--- config.mk ---
export PLATFORM = sky130hd
export DESIGN_NAME = wacc_alu
export DESIGN_NICKNAME = d
export VERILOG_FILES = /design/src/rtl/wacc_pkg.sv /design/src/rtl/wacc_src_align.sv /design/src/rtl/wacc_arith.sv /design/src/rtl/wacc_flag_gen.sv /design/src/rtl/wacc_alu.sv
export SDC_FILE = /design/constraint.sdc
export NUM_CORES = 1
export LEC_CHECK = 0
export ABC_AREA = 0
export ABC_CLOCK_PERIOD_IN_PS = 12400
export BUFFER_PORTS_ARGS = -buffer_cell sky130_fd_sc_hd__buf_2
export CORE_AREA = 10 10 166 168
export DETAILED_ROUTE_END_ITERATION = 10
export DIE_AREA = 0 0 176 178
export GPL_TIMING_DRIVEN = 0
export MAX_ROUTING_LAYER = met4
export PLACE_DENSITY = 0.81
export SLEW_MARGIN = 15
export SYNTH_ARGS = -nofsm -noshare
export SYNTH_HDL_FRONTEND = slang
export SYNTH_HIERARCHICAL = 1
export SYNTH_SLANG_ARGS = --single-unit
--- constraint.sdc ---
create_clock -name clk -period 12.4 [get_ports clk]
set_clock_uncertainty 0.2 [all_clocks]
set_input_delay 1.24 -clock clk [delete_from_list [all_inputs] [get_ports clk]]
set_output_delay 1.24 -clock clk [all_outputs]
set_load 0.005 [all_outputs]
--- src/rtl/wacc_pkg.sv ---
`timescale 1ns/1ps
package wacc_pkg;
  typedef enum logic [2:0] {
    OP_ADD    = 3'd0,
    OP_SUB    = 3'd1,
    OP_CMP    = 3'd2,
    OP_MOVE   = 3'd3,
    OP_INC    = 3'd4,
    OP_DEC    = 3'd5,
    OP_ABSNEG = 3'd6,
    OP_RNDTST = 3'd7
  } wacc_op_e;

  typedef enum logic [3:0] {
    SRC_XL = 4'd0, SRC_YL = 4'd1, SRC_XH = 4'd2, SRC_YH = 4'd3,
    SRC_X  = 4'd4, SRC_Y  = 4'd5, SRC_A  = 4'd6, SRC_B  = 4'd7,
    SRC_P  = 4'd8
  } wacc_src_e;

  typedef struct packed {
    logic u;
    logic e;
    logic n;
    logic z;
    logic v;
    logic c;
  } wacc_flags_t;
endpackage

--- src/rtl/wacc_src_align.sv ---
`timescale 1ns/1ps
module wacc_src_align
  import wacc_pkg::*;
#(
  parameter int ACC_W = 40,
  parameter int REG_W = 32
) (
  input  logic [3:0]       src_sel,
  input  logic [REG_W-1:0] x_in,
  input  logic [REG_W-1:0] y_in,
  input  logic [ACC_W-1:0] acc_a,
  input  logic [ACC_W-1:0] acc_b,
  input  logic [ACC_W-1:0] prod_in,
  output logic [ACC_W-1:0] src_val,
  output logic [ACC_W-1:0] low_val
);
  localparam int HALF_W = REG_W / 2;
  localparam int EXT_W  = ACC_W - REG_W;

  function automatic logic [ACC_W-1:0] place_half(input logic [HALF_W-1:0] h);
    return {{EXT_W{h[HALF_W-1]}}, h, {HALF_W{1'b0}}};
  endfunction

  function automatic logic [ACC_W-1:0] widen_word(input logic [REG_W-1:0] w);
    return {{EXT_W{w[REG_W-1]}}, w};
  endfunction

  function automatic logic [ACC_W-1:0] zext_half(input logic [HALF_W-1:0] h);
    return {{(ACC_W-HALF_W){1'b0}}, h};
  endfunction

  always_comb begin
    case (wacc_src_e'(src_sel))
      SRC_XL:  src_val = place_half(x_in[HALF_W-1:0]);
      SRC_YL:  src_val = place_half(y_in[HALF_W-1:0]);
      SRC_XH:  src_val = place_half(x_in[REG_W-1:HALF_W]);
      SRC_YH:  src_val = place_half(y_in[REG_W-1:HALF_W]);
      SRC_X:   src_val = widen_word(x_in);
      SRC_Y:   src_val = widen_word(y_in);
      SRC_A:   src_val = acc_a;
      SRC_B:   src_val = acc_b;
      SRC_P:   src_val = prod_in;
      default: src_val = '0;
    endcase
    case (wacc_src_e'(src_sel))
      SRC_XL:  low_val = zext_half(x_in[HALF_W-1:0]);
      SRC_YL:  low_val = zext_half(y_in[HALF_W-1:0]);
      default: low_val = '0;
    endcase
  end
endmodule

--- src/rtl/wacc_arith.sv ---
`timescale 1ns/1ps
module wacc_arith
  import wacc_pkg::*;
#(
  parameter int ACC_W  = 40,
  parameter int HALF_W = 16
) (
  input  logic [2:0]       op_code,
  input  logic             op_alt,
  input  logic [ACC_W-1:0] dst_val,
  input  logic [ACC_W-1:0] src_val,
  input  logic [ACC_W-1:0] low_val,
  output logic [ACC_W-1:0] res,
  output logic             carry,
  output logic             ovf,
  output logic             wr_en
);
  localparam int MSB = ACC_W - 1;
  localparam logic [ACC_W-1:0] STEP_ONE = ACC_W'(1);
  localparam logic [ACC_W-1:0] STEP_MID = ACC_W'(1) << HALF_W;
  localparam logic [ACC_W-1:0] RND_TERM = ACC_W'(1) << (HALF_W - 1);
  localparam logic [HALF_W-1:0] TIE_PAT = {1'b1, {(HALF_W-1){1'b0}}};

  function automatic logic [ACC_W:0] add_c(input logic [ACC_W-1:0] p,
                                           input logic [ACC_W-1:0] q,
                                           input logic cin);
    return {1'b0, p} + {1'b0, q} + {{ACC_W{1'b0}}, cin};
  endfunction

  function automatic logic add_ovf(input logic pm, input logic qm, input logic rm);
    return (pm == qm) && (rm != pm);
  endfunction

  logic [ACC_W:0]   sum_w;
  logic [ACC_W:0]   neg_w;
  logic [ACC_W-1:0] addend;
  logic [ACC_W-1:0] step;
  logic [ACC_W-1:0] term;

  always_comb begin
    step   = op_alt ? STEP_MID : STEP_ONE;
    term   = ((dst_val[HALF_W-1:0] == TIE_PAT) && !dst_val[HALF_W]) ? '0 : RND_TERM;
    neg_w  = add_c('0, ~dst_val, 1'b1);
    addend = '0;
    sum_w  = '0;
    res    = '0;
    carry  = 1'b0;
    ovf    = 1'b0;
    wr_en  = 1'b1;
    case (wacc_op_e'(op_code))
      OP_ADD, OP_INC: begin
        addend = (op_code == OP_INC) ? step : (op_alt ? low_val : src_val);
        sum_w  = add_c(dst_val, addend, 1'b0);
        res    = sum_w[ACC_W-1:0];
        carry  = sum_w[ACC_W];
        ovf    = add_ovf(dst_val[MSB], addend[MSB], res[MSB]);
      end
      OP_SUB, OP_CMP, OP_DEC: begin
        addend = (op_code == OP_DEC) ? step : src_val;
        sum_w  = add_c(dst_val, ~addend, 1'b1);
        res    = sum_w[ACC_W-1:0];
        carry  = sum_w[ACC_W];
        ovf    = (dst_val[MSB] != addend[MSB]) && (res[MSB] != dst_val[MSB]);
        wr_en  = (op_code != OP_CMP);
      end
      OP_MOVE: res = src_val;
      OP_ABSNEG: begin
        if (op_alt || dst_val[MSB]) begin
          res = neg_w[ACC_W-1:0];
          ovf = dst_val[MSB] && res[MSB];
        end else begin
          res = dst_val;
        end
        carry = op_alt && neg_w[ACC_W];
      end
      default: begin
        if (op_alt) begin
          res   = src_val;
          wr_en = 1'b0;
        end else begin
          sum_w = add_c(dst_val, term, 1'b0);
          res   = {sum_w[ACC_W-1:HALF_W], {HALF_W{1'b0}}};
          carry = sum_w[ACC_W];
          ovf   = !dst_val[MSB] && sum_w[MSB];
        end
      end
    endcase
  end

  always_comb begin
    if (op_code == OP_ABSNEG && !op_alt)
      AST_ABS_NONNEG: assert (!res[MSB] || ovf) else $error("abs result negative");
  end
endmodule

--- src/rtl/wacc_flag_gen.sv ---
`timescale 1ns/1ps
module wacc_flag_gen
  import wacc_pkg::*;
#(
  parameter int ACC_W = 40,
  parameter int REG_W = 32
) (
  input  logic [ACC_W-1:0] res,
  input  logic             carry,
  input  logic             ovf,
  output wacc_flags_t      flg
);
  localparam int GUARD_W = ACC_W - REG_W + 1;
  logic [GUARD_W-1:0] guard;

  always_comb begin
    guard = res[ACC_W-1:REG_W-1];
    flg.c = carry;
    flg.v = ovf;
    flg.z = (res == '0);
    flg.n = res[ACC_W-1];
    flg.e = !((&guard) || !(|guard));
    flg.u = (res[REG_W-1] == res[REG_W-2]);
  end
endmodule

--- src/rtl/wacc_alu.sv ---
`timescale 1ns/1ps
module wacc_alu
  import wacc_pkg::*;
#(
  parameter int ACC_W = 40,
  parameter int REG_W = 32
) (
  input  logic             clk,
  input  logic             rst_n,
  input  logic             op_valid,
  input  logic [2:0]       op_code,
  input  logic             op_alt,
  input  logic             dst_sel,
  input  logic [3:0]       src_sel,
  input  logic [REG_W-1:0] x_in,
  input  logic [REG_W-1:0] y_in,
  input  logic [ACC_W-1:0] prod_in,
  output logic [ACC_W-1:0] acc_a,
  output logic [ACC_W-1:0] acc_b,
  output logic [5:0]       flags
);
  localparam int HALF_W = REG_W / 2;

  logic [ACC_W-1:0] src_val;
  logic [ACC_W-1:0] low_val;
  logic [ACC_W-1:0] dst_val;
  logic [ACC_W-1:0] res;
  logic             carry;
  logic             ovf;
  logic             wr_en;
  wacc_flags_t      flg_next;
  wacc_flags_t      flg_q;
  logic             write_a;
  logic             write_b;

  assign dst_val = dst_sel ? acc_b : acc_a;
  assign write_a = op_valid && wr_en && !dst_sel;
  assign write_b = op_valid && wr_en && dst_sel;

  wacc_src_align #(.ACC_W(ACC_W), .REG_W(REG_W)) align_i (
    .src_sel(src_sel), .x_in(x_in), .y_in(y_in), .acc_a(acc_a), .acc_b(acc_b),
    .prod_in(prod_in), .src_val(src_val), .low_val(low_val)
  );

  wacc_arith #(.ACC_W(ACC_W), .HALF_W(HALF_W)) arith_i (
    .op_code(op_code), .op_alt(op_alt), .dst_val(dst_val), .src_val(src_val),
    .low_val(low_val), .res(res), .carry(carry), .ovf(ovf), .wr_en(wr_en)
  );

  wacc_flag_gen #(.ACC_W(ACC_W), .REG_W(REG_W)) flag_i (
    .res(res), .carry(carry), .ovf(ovf), .flg(flg_next)
  );

  always_ff @(posedge clk) begin
    if (!rst_n) begin
      acc_a <= '0;
      acc_b <= '0;
      flg_q <= '0;
    end else begin
      if (write_a) acc_a <= res;
      if (write_b) acc_b <= res;
      if (op_valid) flg_q <= flg_next;
    end
  end

  assign flags = flg_q;

  AST_IDLE_HOLD: assert property (@(posedge clk) disable iff (!rst_n)
    !op_valid |=> ($stable(acc_a) && $stable(acc_b) && $stable(flags)));
  AST_CMP_KEEPS_ACC: assert property (@(posedge clk) disable iff (!rst_n)
    (op_valid && op_code == OP_CMP) |=> ($stable(acc_a) && $stable(acc_b)));
  AST_MOVE_CV_CLEAR: assert property (@(posedge clk) disable iff (!rst_n)
    (op_valid && op_code == OP_MOVE) |=> (flags[1:0] == 2'b00));
  AST_RND_LOW_CLEAR: assert property (@(posedge clk) disable iff (!rst_n)
    (op_valid && op_code == OP_RNDTST && !op_alt) |=>
      ((($past(dst_sel)) ? acc_b[HALF_W-1:0] : acc_a[HALF_W-1:0]) == '0));
  AST_ZERO_MATCH: assert property (@(posedge clk) disable iff (!rst_n)
    write_a |=> (flags[2] == (acc_a == '0)));
  AST_SIGN_MATCH: assert property (@(posedge clk) disable iff (!rst_n)
    write_b |=> (flags[3] == acc_b[ACC_W-1]));
endmodule

==> run metrics <==
Initial DRT Pass Iterations 7; Total Nets Final 2384; CTS H-tree depth 3; Synth Flop Type dfxtp_1; Reg2Reg Setup Slack 6.11 ns; Yosys Warn Count 6; DRT iter0 DRCs 2555; unrepaired setup endpoints after global routing no; Post-synth EDFFs 0; Worst setup SP type primary input; Yosys top cell area share 12.6%; final core occ 67.2%; Clk Latency, worst-skew pair 0.34 ns; Post-CTS Setup Inserts 0; Slew headroom 30.2%; Via density 6.99; Area Overhead vs Synth 12.5%; die height 178 um; r2r endpoint flags[4]; top cells by count, synth 272 x nand2_1, 182 x mux2i_1, 154 x nor2_1; Crit Reg-Reg Startpoint acc_b[20]; vias in the first global route 16300; post-route ant nets 0; Leak 7.46 nW; Rows 57; layout cells sized above 1 18.1%; per-cell routed wire length 26.8 um; fin. max-slew vios 0; Async SR Flop Fraction 0%; Cell variety after synth 101; final hold violations 0; Req. time, crit path 12.49 ns; Post-CTS Resized 0; total internal power 0.885 mW; TritonCTS clock tree yes; total global routing overflow 0; CP Capture Type register; number of CTS-inserted buffers 9; sequential share of power 19.1%; Syn Inst Count 1952; # IOs 202; GP Congestion 1.12; top post-synthesis cells by area mux2i_1 13%, dfxtp_1 12%, ha_1 7.4%; Max IR drop VDD 0.0901 mV; clock tree sinks 86; initial antenna violation count 2; highest clock rate 0.128 GHz; status finished, final reports clean; Worst Setup SP src_sel[3]; mapped cell area 0.0144 mm2; Yosys reg bits 86; max_cap viols 0; crit-path max FO 10; Syn Area/Cell 7.38 um2; register area share after synthesis 12.0%; worst min-delay path class register to register; Sw Share 49.6%; worst r2r path cells 20; Sw Pwr 0.872 mW; cts hold-fix bufs 0; Least-Margin Pin Slew 1.04 ns; power share of the clock group 16.8%; CP endpoint flags[2]; cell with the most instances after synthesis nand2_1; final setup fails 0; Yosys top cell by area mux2i_1; crit path time final 7.78 ns; period utilization 62.8%; Clock Path Buffers 2; DRC 0; setup TNS 0 ns; pin count of the biggest net entering global routing 15; GRT Total Usage 41.8%; core box area 0.0241 mm2; Logic pwr share 64.1%; Initial Utilization 59.8%; Worst Path Arrival 7.87 ns; Port Buffers 195; Worst-path clk slew 0.07 ns; crit path kind primary input to register; first-pass GRT wire length 99200 um; CTS root buf clkbuf_16; Total Die Area 0.0313 mm2; pwr dens 108 mW/mm2; hpwl dp 55800 um; Routed WL 67400 um; die width 176 um; via count 17600
==> per-stage QoR <==
| stage | power (mW) | instance area, um2 | hold WS [ns] | std cells | worst slack (ns) |
|---|---|---|---|---|---|
| after floorplan | 1.06 | 14500 | 0.271 | 1975 | 6.34 |
| after CTS | 1.70 | 16200 | 0.301 | 2509 | 4.95 |
| after detailed placement | 1.41 | 15900 | 0.287 | 2494 | 4.62 |
| after global placement | 1.39 | 15900 | 0.273 | 2494 | 4.70 |
| after global routing | 1.83 | 16200 | 0.331 | 2511 | 4.53 |
| final | 1.76 | 16200 | 0.303 | 2512 | 4.62 |
==> layout by cell type (no fill, tap or decap), drive strengths merged, types with 37 or more instances in the layout <==
cell,instances
buf,290
nand2,273
mux2i,182
nor2,157
a21oi,125
o21ai,111
clkbuf,94
dfxtp,86
ha,85
mux2,66
nand3,52
xor2,52
xnor2,50
nand4,42
nor3,37
==> worst max-delay path: stages <==
cell and delay, ns:
buf_2 0.11, buf_6 0.13, nor2_1 0.49, nand2_1 0.34, buf_2 0.28, o211ai_1 0.49
nand2_1 0.08, o21ai_0 0.10, ha_1 0.20, inv_1 0.05, fa_1 0.41, a21o_1 0.21
a221oi_2 0.41, o2111a_1 0.31, nor4bb_1 0.10, nor4bb_1 0.59, o21ai_1 0.25, xor2_1 0.23
a222oi_1 0.22, o21ai_0 0.36, inv_1 0.16, ha_1 0.22, nor4b_1 0.23, nand4_1 0.20
nor3_2 0.24, mux2i_1 0.10, nor2b_1 0.10
==> power by group through the flow <==
stage,sequential [mW],clock [mW],combinational [mW]
after floorplan,0.326,0,0.734
after global placement,0.336,0,1.05
after detailed placement,0.338,0,1.07
after CTS,0.332,0.292,1.07
after global routing,0.336,0.302,1.19
final,0.335,0.296,1.13
==> final cells by class <==
type,instances,area (um2)
Antenna cell,3,7.51
Buffer,179,1030
Clock buffer,10,239
Clock inverter,5,83.8
Fill cell,2145,7900
Inverter,34,128
Multi-Input combinational cell,1676,11600
Sequential cell,86,1720
Tap cell,324,405
Timing Repair Buffer,195,976
==> layer usage <==
| layer | part of all wire, % | vias to the layer above | global-route usage, % |
|---|---|---|---|
| met4 | 6.1 | 0 | 22.9 |
| met3 | 15 | 320 | 10.7 |
| li1 | - | 7642 | - |
| met2 | 42 | 1409 | 63.4 |
| met1 | 36 | 8191 | 50.0 |
| met5 | 0 | - | - |
==> kinds of logic (layout without fill, tap and decap cells) <==
logic type      Yosys count  after routing  share of synthesized area [%]
simple gates            721            721                           24.7
compound gates          494            494                           23.6
mux                     248            248                           17.8
buf+inv                 213            423                           8.05
xor+xnor                102            102                           6.25
fa+ha+maj                87             87                           7.66
flops                    86             86                           12.0
other cells               1             27                         0.0260
==> worst min-delay path by stage <==
stage	start	endpoint	slack (ns)	cells past startpoint
final	acc_a[36]	acc_a[36]	0.30	2
after global routing	acc_b[38]	acc_b[38]	0.33	2
after CTS	acc_a[36]	acc_a[36]	0.30	2
after detailed placement	acc_a[13]	acc_a[13]	0.29	2
after global placement	acc_a[36]	acc_a[36]	0.27	2
after floorplan	acc_a[31]	acc_a[31]	0.27	2
==> state kept, by name, summed over array words and instances, names as in the netlist <==
register / count
acc_b: 40
flags: 6
acc_a: 40
No activity file was read; power rests on OpenSTA's default activity.
